## config.mk

```make
export PLATFORM = sky130hd
export DESIGN_NAME = fdc_xfer_fifo
export DESIGN_NICKNAME = d
export VERILOG_FILES = /design/src/rtl/fdc_xfer_pkg.sv /design/src/rtl/fdc_xfer_ram_fifo.sv /design/src/rtl/fdc_disk_seq.sv /design/src/rtl/fdc_xfer_fifo.sv
export SDC_FILE = /design/constraint.sdc
export NUM_CORES = 1
export LEC_CHECK = 0
export ABC_CLOCK_PERIOD_IN_PS = 9800
export BUFFER_PORTS_ARGS = -buffer_cell sky130_fd_sc_hd__buf_2
export CAP_MARGIN = 20
export CORE_MARGIN = 2
export CORE_UTILIZATION = 55
export CTS_CLUSTER_SIZE = 24
export DETAILED_ROUTE_END_ITERATION = 8
export PLACE_DENSITY_LB_ADDON = 0.15
export SYNTH_ARGS = -nofsm -noshare
export SYNTH_HDL_FRONTEND = slang
export SYNTH_SLANG_ARGS = --single-unit
```

## constraint.sdc

```tcl
create_clock -name clk -period 9.8 [get_ports clk]
set_clock_uncertainty 0.15 [all_clocks]
set_input_delay 0 -clock clk [delete_from_list [all_inputs] [get_ports clk]]
set_output_delay 0 -clock clk [all_outputs]
set_load 0.05 [all_outputs]
```

## src/rtl/fdc_xfer_pkg.sv

```systemverilog
package fdc_xfer_pkg;

  typedef enum logic [1:0] {
    PH_CMD    = 2'd0,
    PH_EXEC   = 2'd1,
    PH_RESULT = 2'd2
  } phase_e;

  typedef enum logic [2:0] {
    DS_IDLE,
    DS_DATA,
    DS_PAD,
    DS_CRC_HI,
    DS_CRC_LO,
    DS_DONE
  } disk_st_e;

  localparam logic [15:0] CRC_POLY = 16'h1021;
  localparam logic [15:0] CRC_SEED = 16'hFFFF;

  // Fold one byte into the running CRC-16, most significant bit first.
  function automatic logic [15:0] crc_add_byte(input logic [15:0] crc_in,
                                               input logic [7:0]  din);
    logic [15:0] r;
    r = crc_in ^ {din, 8'h00};
    for (int i = 0; i < 8; i++) begin
      if (r[15]) r = {r[14:0], 1'b0} ^ CRC_POLY;
      else       r = {r[14:0], 1'b0};
    end
    return r;
  endfunction

endpackage

```

## src/rtl/fdc_xfer_ram_fifo.sv

```systemverilog
module fdc_xfer_ram_fifo #(
  parameter int DEPTH  = 16,
  parameter int DATA_W = 8
) (
  input  logic                     clk,
  input  logic                     rst_n,
  input  logic                     flush,
  input  logic                     push,
  input  logic                     pop,
  input  logic [DATA_W-1:0]        wdata,
  output logic [DATA_W-1:0]        rdata,
  output logic [$clog2(DEPTH):0]   count,
  output logic                     empty,
  output logic                     full
);
  localparam int AW = $clog2(DEPTH);

  logic [DATA_W-1:0] mem [DEPTH];
  logic [AW-1:0]     wr_ptr, rd_ptr;
  logic              do_push, do_pop;

  assign empty   = (count == '0);
  assign full    = (count == (AW+1)'(DEPTH));
  assign do_push = push && !full && !flush;
  assign do_pop  = pop && !empty && !flush;
  assign rdata   = mem[rd_ptr];

  always_ff @(posedge clk) begin
    if (do_push) mem[wr_ptr] <= wdata;
  end

  always_ff @(posedge clk) begin
    if (!rst_n || flush) begin
      wr_ptr <= '0;
      rd_ptr <= '0;
      count  <= '0;
    end else begin
      if (do_push) wr_ptr <= wr_ptr + 1'b1;
      if (do_pop)  rd_ptr <= rd_ptr + 1'b1;
      case ({do_push, do_pop})
        2'b10:   count <= count + 1'b1;
        2'b01:   count <= count - 1'b1;
        default: count <= count;
      endcase
    end
  end
endmodule

```

## src/rtl/fdc_disk_seq.sv

```systemverilog
module fdc_disk_seq
  import fdc_xfer_pkg::*;
#(
  parameter int LEN_W = 10
) (
  input  logic             clk,
  input  logic             rst_n,
  input  logic             start,
  input  logic             is_write,
  input  logic [LEN_W-1:0] len,
  input  logic             need,
  input  logic             ivalid,
  input  logic             fifo_empty,
  input  logic             fifo_full,
  input  logic [7:0]       fifo_head,
  output logic             pop,
  output logic             push,
  output logic             und_ev,
  output logic             ovr_ev,
  output logic             done,
  output logic [7:0]       odata,
  output logic             ovalid
);
  disk_st_e         st;
  logic             dir_q;
  logic [LEN_W-1:0] len_q, cnt;
  logic [15:0]      crc_q;
  logic             last_byte;
  logic [7:0]       out_byte;

  assign last_byte = (cnt == len_q - 1'b1);
  assign done      = (st == DS_DONE);

  always_comb begin
    pop    = 1'b0;
    push   = 1'b0;
    und_ev = 1'b0;
    ovr_ev = 1'b0;
    if (!start && st == DS_DATA) begin
      if (dir_q) begin
        if (need) begin
          if (fifo_empty) und_ev = 1'b1;
          else            pop    = 1'b1;
        end
      end else if (ivalid) begin
        if (fifo_full) ovr_ev = 1'b1;
        else           push   = 1'b1;
      end
    end
  end

  assign out_byte = pop ? fifo_head : 8'h00;

  always_ff @(posedge clk) begin
    if (!rst_n) begin
      st     <= DS_IDLE;
      dir_q  <= 1'b0;
      len_q  <= '0;
      cnt    <= '0;
      crc_q  <= CRC_SEED;
      odata  <= '0;
      ovalid <= 1'b0;
    end else if (start) begin
      st     <= DS_DATA;
      dir_q  <= is_write;
      len_q  <= len;
      cnt    <= '0;
      crc_q  <= CRC_SEED;
      ovalid <= 1'b0;
    end else begin
      ovalid <= 1'b0;
      case (st)
        DS_DATA: begin
          if (dir_q) begin
            if (need) begin
              ovalid <= 1'b1;
              odata  <= out_byte;
              crc_q  <= crc_add_byte(crc_q, out_byte);
              cnt    <= cnt + 1'b1;
              if (last_byte)   st <= DS_CRC_HI;
              else if (und_ev) st <= DS_PAD;
            end
          end else begin
            if (push) begin
              cnt <= cnt + 1'b1;
              if (last_byte) st <= DS_DONE;
            end
            if (ovr_ev) st <= DS_DONE;
          end
        end
        DS_PAD: if (need) begin
          ovalid <= 1'b1;
          odata  <= 8'h00;
          crc_q  <= crc_add_byte(crc_q, 8'h00);
          cnt    <= cnt + 1'b1;
          if (last_byte) st <= DS_CRC_HI;
        end
        DS_CRC_HI: if (need) begin
          ovalid <= 1'b1;
          odata  <= crc_q[15:8];
          st     <= DS_CRC_LO;
        end
        DS_CRC_LO: if (need) begin
          ovalid <= 1'b1;
          odata  <= crc_q[7:0];
          st     <= DS_DONE;
        end
        default: ;
      endcase
    end
  end
endmodule

```

## src/rtl/fdc_xfer_fifo.sv

```systemverilog
module fdc_xfer_fifo
  import fdc_xfer_pkg::*;
#(
  parameter int DEPTH = 16,
  parameter int LEN_W = 10
) (
  input  logic                       clk,
  input  logic                       rst_n,
  input  logic                       exec_start,
  input  logic                       xfer_write,
  input  logic                       dma_mode,
  input  logic [$clog2(DEPTH)-1:0]   req_thresh,
  input  logic [LEN_W-1:0]           sector_len,
  input  logic                       result_done,
  input  logic                       host_wr,
  input  logic [7:0]                 host_wdata,
  input  logic                       host_rd,
  output logic [7:0]                 host_rdata,
  output logic                       host_req,
  output logic                       dma_req,
  input  logic                       disk_need,
  output logic [7:0]                 disk_odata,
  output logic                       disk_ovalid,
  input  logic                       disk_ivalid,
  input  logic [7:0]                 disk_idata,
  output logic [1:0]                 phase,
  output logic                       overrun_flag,
  output logic                       underrun_flag,
  output logic [$clog2(DEPTH):0]     fifo_level
);
  localparam int CW = $clog2(DEPTH) + 1;

  phase_e           phase_q;
  logic             dir_q, und_q, ovr_q;
  logic [LEN_W-1:0] len_q, host_cnt;
  logic             in_exec, owed;

  // Named internal events, visible to the bound checker.
  logic             host_push, host_pop, seq_push, seq_pop;
  logic             und_ev, ovr_ev, seq_done;
  logic             f_empty, f_full;
  logic             req;

  assign in_exec   = (phase_q == PH_EXEC) && !exec_start;
  assign owed      = (host_cnt < len_q);
  assign host_push = in_exec && dir_q && host_wr && !f_full && !und_q && owed;
  assign host_pop  = in_exec && !dir_q && host_rd && !f_empty;

  fdc_xfer_ram_fifo #(.DEPTH(DEPTH), .DATA_W(8)) u_fifo (
    .clk   (clk),
    .rst_n (rst_n),
    .flush (exec_start),
    .push  (host_push | seq_push),
    .pop   (host_pop | seq_pop),
    .wdata (dir_q ? host_wdata : disk_idata),
    .rdata (host_rdata),
    .count (fifo_level),
    .empty (f_empty),
    .full  (f_full)
  );

  fdc_disk_seq #(.LEN_W(LEN_W)) u_seq (
    .clk        (clk),
    .rst_n      (rst_n),
    .start      (exec_start),
    .is_write   (xfer_write),
    .len        (sector_len),
    .need       (disk_need),
    .ivalid     (disk_ivalid),
    .fifo_empty (f_empty),
    .fifo_full  (f_full),
    .fifo_head  (host_rdata),
    .pop        (seq_pop),
    .push       (seq_push),
    .und_ev     (und_ev),
    .ovr_ev     (ovr_ev),
    .done       (seq_done),
    .odata      (disk_odata),
    .ovalid     (disk_ovalid)
  );

  always_ff @(posedge clk) begin
    if (!rst_n) begin
      phase_q  <= PH_CMD;
      dir_q    <= 1'b0;
      len_q    <= '0;
      host_cnt <= '0;
      und_q    <= 1'b0;
      ovr_q    <= 1'b0;
    end else if (exec_start) begin
      phase_q  <= PH_EXEC;
      dir_q    <= xfer_write;
      len_q    <= sector_len;
      host_cnt <= '0;
      und_q    <= 1'b0;
      ovr_q    <= 1'b0;
    end else begin
      if (host_push) host_cnt <= host_cnt + 1'b1;
      if (und_ev)    und_q    <= 1'b1;
      if (ovr_ev)    ovr_q    <= 1'b1;
      case (phase_q)
        PH_EXEC:   if (seq_done && f_empty) phase_q <= PH_RESULT;
        PH_RESULT: if (result_done)         phase_q <= PH_CMD;
        default: ;
      endcase
    end
  end

  always_comb begin
    req = 1'b0;
    if (phase_q == PH_EXEC) begin
      if (dir_q) req = !und_q && owed && (fifo_level <= {1'b0, req_thresh});
      else       req = (fifo_level > {1'b0, req_thresh}) || (seq_done && !f_empty);
    end
  end

  assign host_req      = req && !dma_mode;
  assign dma_req       = req && dma_mode;
  assign phase         = phase_q;
  assign overrun_flag  = ovr_q;
  assign underrun_flag = und_q;

  // Width alignment helper kept local to the top.
  logic [CW-1:0] depth_c;
  assign depth_c = CW'(DEPTH);
  logic level_ok;
  assign level_ok = (fifo_level <= depth_c);
endmodule

```

==> flow_summary.ini, run 1 <==
[run_status]
status = finished clean

[cells_and_area]
mostFrequentLayoutCell = edfxtp_1
nFillCells = 1235
area_delta_synth_final_pct = 19.9
n_antenna_cell = 0
drive_above_1_share = 0.195
mostFrequentLayoutCells = 128 x edfxtp_1, 79 x dfxtp_1, 67 x buf_2, 56 x dlygate4sd3_1, 47 x nor2_1
nNetsFinal = 909

[cts]
clock_path_buffers = 3
clock_tree.root_cell = clkbuf_16
cts_buffers = 23
htree_levels = 1
post_cts_resized = 0
cts_tree = yes
path_clk_slew_ps = 60
clk_latency_ps = 510
cts_sinks = 208
cts_setup_buffers = 0

[drt]
wirelength_microns = 21900
vias_per_cell = 5.94
drt-initial-drc-count = 520
dr.pass1.iters = 4
drc = 0
wl_per_cell_microns = 20.1
ant_nets = 0
routed-via-count = 6461

[worst_hold_path]
hp-class = primary input to flop

[synthesis]
syn_area_per_cell_sq_um = 13.1
syn-num-nets = 788
synth_ff_type = edfxtp_1
synth_cell_types = 60
ys_warn_count = 0
yosysSeqAreaShare = 0.574
netlist_area_sq_mm = 0.00949
synth_top_area_share = 0.405
yosys.area.top_type = edfxtp_1
synth-edff-count = 128
yosys_register_bits = 208
synthCells = 724
async_reset_ff_frac = 0
synth.area.top_cells = edfxtp_1 41%, dfxtp_1 17%, mux4_2 9.5%

[worst_setup_path]
worstPathRequired_ps = 10030
crit_path_cell_trace = or4b_1, a2111oi_0, nand2_1, a21o_1, nand2_1, inv_1, ha_1, xor2_1, ha_1, a21oi_1, o22ai_1, a222oi_1, or3_1, a21oi_1
critPathBufInv = 1
max_stage_delay_ps = 940
cp_max_fo = 20
crit_arrival_ps = 5050
crit_slowest_cell = dfxtp_1
path_delay_family = compound AO/OA/AOI/OAI gates
startpoint_type = flop
critical_path_class = flop to flop
end_kind = flop

[die]
die_area_sq_mm = 0.0183
fp.dieW_microns = 135
core-area_sq_mm = 0.0171
ios = 68
rows = 48
die_h_microns = 135
start_util = 0.556

[placement]
dp_hpwl_microns = 13700
place.gp.congestion = 0.834
port_buffers = 67

[sta]
slew_violations = 0
min_period_ps = 4830
whs_ps = 64.4
final_hold_viol_count = 0
setup_viol = 0
period_share = 0.492
slew_headroom = 0.296
setup_tns_ps = 0
clock.fmax_mhz = 207
worst_pin_slew_ps = 1050
rsz0062_at_grt = no

[pwr]
vdd_drop_max_v = 0.000167
pwr_density_cell_mw_per_mm2 = 175
p_leak_nw = 4.14

[grt]
grt_pass1_wl_microns = 34200
grt_max_degree = 37
grt_pass1_vias = 6329
antenna_found_initial = 0
grt_use_total = 0.245
grt-ovfl-total = 0

[job]
drv_cap = 0
power by group:
part / total (mW) / internal [mW] / switching (mW)
clock: 0.907 / 0.574 / 0.334
combinational: 0.126 / 0.0560 / 0.0702
sequential: 0.951 / 0.940 / 0.0108
stage by stage:
stage	setup slack (ps)	std cells	instance area, sq um	total power, mW	utilization
after floorplan	5660	724	9490	1.04	-
after global placement	5230	987	9970	1.07	0.585
after detailed placement	5070	987	9970	1.07	0.585
after CTS	5070	1085	11300	2.00	0.665
after global routing	4760	1087	11400	2.05	0.667
final	4970	1087	11400	1.98	0.667
sequential cells by signal (all words and copies together), names as in the netlist, named ones only:
register and flops:
u_seq.len_q 10, u_seq.ovalid 1, host_cnt 10, u_fifo.wr_ptr 4
u_fifo.rd_ptr 4, underrun_flag 1, u_fifo.count 5, u_seq.cnt 10
u_seq.st 3, u_fifo.mem 128, overrun_flag 1, u_seq.crc_q 16
u_seq.odata 8, phase 2, u_seq.dir_q 1
cell usage after synthesis, types with 8 or more instances:
master,number
o21ai_0,20
mux2_2,8
clkbuf_1,21
ha_1,24
nand2b_1,11
edfxtp_1,128
nand2_1,45
and3_1,15
nor2_1,47
a21oi_1,25
mux2i_1,18
xor2_1,30
a31oi_1,10
nand3_1,9
inv_1,30
dfxtp_1,80
mux4_2,40
xnor2_1,28
o211ai_1,14
nor2b_1,14
a22oi_1,9
kinds of logic (layout without fill, tap and decap cells):
family	count (synthesis)	count (layout)	synth area share
flops	208	208	0.574
xor+xnor	61	61	0.0587
mux	66	66	0.123
fa+ha+maj	24	24	0.0317
simple gates	183	183	0.0993
buf+inv	63	201	0.0290
compound gates	119	119	0.0839
worst reg2reg max path: cells and delay by family (launching register included):
family                   cells  cell delay, ps
flip-flops                   1             940
XOR/XNOR                     1             170
adder cells (fa/ha/maj)      2             460
buffers and inverters        1             140
AND/OR/NAND/NOR              4            1140
AO/OA/AOI/OAI                6            1690
metal layers:
layer | part of all wire | GRT usage
met2 | 0.49 | 0.406
met3 | 0.069 | 0.0378
met5 | 0 | 0
met1 | 0.42 | 0.333
met4 | 0.028 | 0.0833
timing repair:
item,in CTS,in global routing
hold buffers,56,0
setup endpoints to repair,0,0
endpoints found under the hold margin,157,0
final cells by class:
cell class                      count  area, sq um  share of cell area
Sequential cell                   208         5450               0.479
Multi-Input combinational cell    453         3770               0.331
Timing Repair Buffer              129          953              0.0838
Clock buffer                       31          657              0.0578
Tap cell                          225          282              0.0248
Clock inverter                     11          154              0.0135
Inverter                           30          113             0.00990
final timing paths:
| check | cells past startpoint | to | slack, ps | start |
|---|---|---|---|---|
| worst min-delay path | 4 | flop | 60 | host_rd |
| worst min register to register | 2 | overrun_flag$_SDFFE_PP0P_ | 330 | overrun_flag$_SDFFE_PP0P_ |
| worst max register to register | 14 | u_fifo.count[4]$_SDFFE_PP0P_ | 4970 | u_seq.dir_q$_SDFFE_PN0P_ |
| worst max-delay path | 14 | u_fifo.count[4]$_SDFFE_PP0P_ | 4970 | u_seq.dir_q$_SDFFE_PN0P_ |
Note: power is estimated with default switching activity, not from simulation.
==> run 2, diff against run 1 <==
--- a/config.mk
+++ b/config.mk
@@ -5,7 +5,8 @@
 export SDC_FILE = /design/constraint.sdc
 export NUM_CORES = 1
 export LEC_CHECK = 0
-export ABC_CLOCK_PERIOD_IN_PS = 9800
+export ABC_AREA = 1
+export ABC_CLOCK_PERIOD_IN_PS = 4050
 export BUFFER_PORTS_ARGS = -buffer_cell sky130_fd_sc_hd__buf_2
 export CAP_MARGIN = 20
 export CORE_MARGIN = 2
==> constraint.sdc (replaced) <==
create_clock -name clk -period 4.05 [get_ports clk]
set_clock_uncertainty 0.15 [all_clocks]
set_input_delay 0 -clock clk [delete_from_list [all_inputs] [get_ports clk]]
set_output_delay 0 -clock clk [all_outputs]
set_load 0.05 [all_outputs]
==> flow_summary.ini, run 2 <==
[sta]
setup_viol = 0
fin_ws_ps = 463
worst_pin_slew_ps = 763
min_period_ps = 3590
period_share = 0.886
whs_ps = 68.2
slew_headroom = 0.489
clock.fmax_mhz = 279
final_hold_viol_count = 0
setup_tns_ps = 0
slew_violations = 0
rsz0062_at_grt = no

[worst_setup_path]
max_stage_delay_ps = 410
path_delay_family = compound AO/OA/AOI/OAI gates
crit_start = u_seq.len_q[5]$_SDFFE_PN0P_
worstPathRequired_ps = 4340
r2r-start = u_seq.len_q[5]$_SDFFE_PN0P_
cp_max_fo = 13
crit_slowest_cell = dfxtp_1
end_kind = flop
ff2ff_path_depth = 21
startpoint_type = flop
crit_path_cell_trace = inv_1, ha_1, nand2_1, o21ai_0, nand2_1, o2111ai_1, inv_1, nand2_2, nand2_1, inv_1, ha_1, xor2_1, ha_1, inv_1, nand2_1, nand2_1, o21ai_0, o21ai_0, a21oi_1, o21ai_0, a21oi_1
critPathBufInv = 4
crit_path_frequent_cell = nand2_1
crit_arrival_ps = 3880
cp_num_cells = 21
critical_path_class = flop to flop

[cells_and_area]
mostFrequentLayoutCell = nand2_1
top_regs = u_fifo.mem (128), u_seq.crc_q (16)
nFillCells = 1480
n_antenna_cell = 0
nNetsFinal = 1314
mostFrequentLayoutCells = 238 x nand2_1, 157 x inv_1, 128 x edfxtp_1, 99 x nand3_1, 94 x a21oi_1
drive_above_1_share = 0.119
largest_register_ffs = 128
design_area_sq_mm = 0.0117
top_register = u_fifo.mem
area_delta_synth_final_pct = 16.4

[synthesis]
synthCells = 1144
synth_cell_types = 46
synth-edff-count = 128
netlist_area_sq_mm = 0.0100
yosys_register_bits = 208
synth.area.top_cells = edfxtp_1 38%, dfxtp_1 16%, nand2_1 8.9%
async_reset_ff_frac = 0
synth-simple-area-share = 0.198
synth_adder_area_share = 0.0299
ys_warn_count = 0
syn-num-nets = 1208
yosysSeqAreaShare = 0.543
syn_area_per_cell_sq_um = 8.77
synth-xor-area-share = 0.0148
synth_top_area_share = 0.383
synth_top_family_by_area = simple AND/OR/NAND/NOR gates
synth-compound-area-share = 0.133
yosys.area.top_type = edfxtp_1
synth_commonest_cells = 239 x nand2_1, 157 x inv_1, 128 x edfxtp_1, 99 x nand3_1, 94 x a21oi_1
muxShareOfSynthArea = 0
synth.most_common_cell = nand2_1
synth_ff_type = edfxtp_1

[die]
die_area_sq_mm = 0.0193
rows = 49
start_util = 0.561
fp.dieW_microns = 139
die_h_microns = 139
core-area_sq_mm = 0.0179
ios = 68

[run_status]
status = finished clean

[cts]
clock_tree.root_cell = clkbuf_16
clock_path_buffers = 3
cts_tree = yes
path_clk_slew_ps = 60
htree_levels = 1
cts_buffers = 22
clk_latency_ps = 510
cts_sinks = 208

[grt]
grt_use_total = 0.250
grt-ovfl-total = 0
antenna_found_initial = 0
grt_max_degree = 49
grt_pass1_vias = 7513
grt_pass1_wl_microns = 38900

[drt]
drc = 0
routed-via-count = 8271
ant_nets = 0
vias_per_cell = 5.53
dr.pass1.iters = 6
wirelength_microns = 24600
wl_per_cell_microns = 16.5
drt-initial-drc-count = 742

[job]
drv_cap = 0

[pwr]
vdd_drop_max_v = 0.000348
power_mw = 4.71
p_leak_nw = 4.81
pwr_density_cell_mw_per_mm2 = 403

[placement]
placed_area_sq_mm = 0.0106
pre_cts_ws_ps = 487
port_buffers = 67
dp_hpwl_microns = 16000
place.gp.congestion = 0.844

[worst_hold_path]
hp-class = primary input to flop
hold_start = host_wdata[5]
min_path_cells = 3
-- run 2: where the power goes --
part	internal (mW)	switching, mW	total [mW]
clock network	1.15	0.804	1.95
registers	2.29	0.0256	2.32
logic	0.139	0.306	0.445
-- run 2: through the flow --
| stage | util | cells |
|---|---|---|
| after detailed placement | 0.594 | 1422 |
| final | 0.652 | 1495 |
| after CTS | 0.652 | 1494 |
| after floorplan | - | 1144 |
| after global routing | 0.652 | 1495 |
| after global placement | 0.594 | 1422 |
-- run 2: metal layers --
layer / share of wire / vias up / GRT usage
met5: 0 / - / 0
met4: 0.031 / 0 / 0.0867
met3: 0.069 / 55 / 0.0335
met2: 0.45 / 306 / 0.398
met1: 0.45 / 3817 / 0.356
li1: - / 4093 / -
-- run 2: area by class of cell --
class / instances / area, sq um / area share
Clock inverter: 7 / 38.8 / 0.00332
Sequential cell: 208 / 5450 / 0.467
Inverter: 164 / 616 / 0.0527
Tap cell: 229 / 287 / 0.0245
Timing Repair Buffer: 123 / 838 / 0.0718
Clock buffer: 33 / 673 / 0.0576
Multi-Input combinational cell: 731 / 3780 / 0.323
-- run 2: cells by family after synthesis --
kind of cell | Yosys count
adder cells (fa/ha/maj) | 24
AO/OA/AOI/OAI | 233
XOR/XNOR | 17
AND/OR/NAND/NOR | 457
flip-flops | 208
buffers and inverters | 205
-- run 2: worst paths after layout --
kind	end	slack, ps
setup / recovery	u_fifo.count[4]$_SDFFE_PP0P_	460
hold / removal	u_fifo.mem[13][5]$_DFFE_PP_	70
setup reg to reg	u_fifo.count[4]$_SDFFE_PP0P_	460
hold reg to reg	overrun_flag$_SDFFE_PP0P_	330
-- run 2: what timing repair did --
item | 4_1_cts | 5_1_grt
resized for setup | 0 | 1
buffers inserted | 0 | 0
setup endpoints to repair | 0 | 1
endpoints found under the hold margin | 32 | 2
hold buffers | 32 | 1
-- run 2: worst min-delay path, cell delays in order --
cell     delay [ps]
buf_2            80
nand2_1          40
nand2_1         370
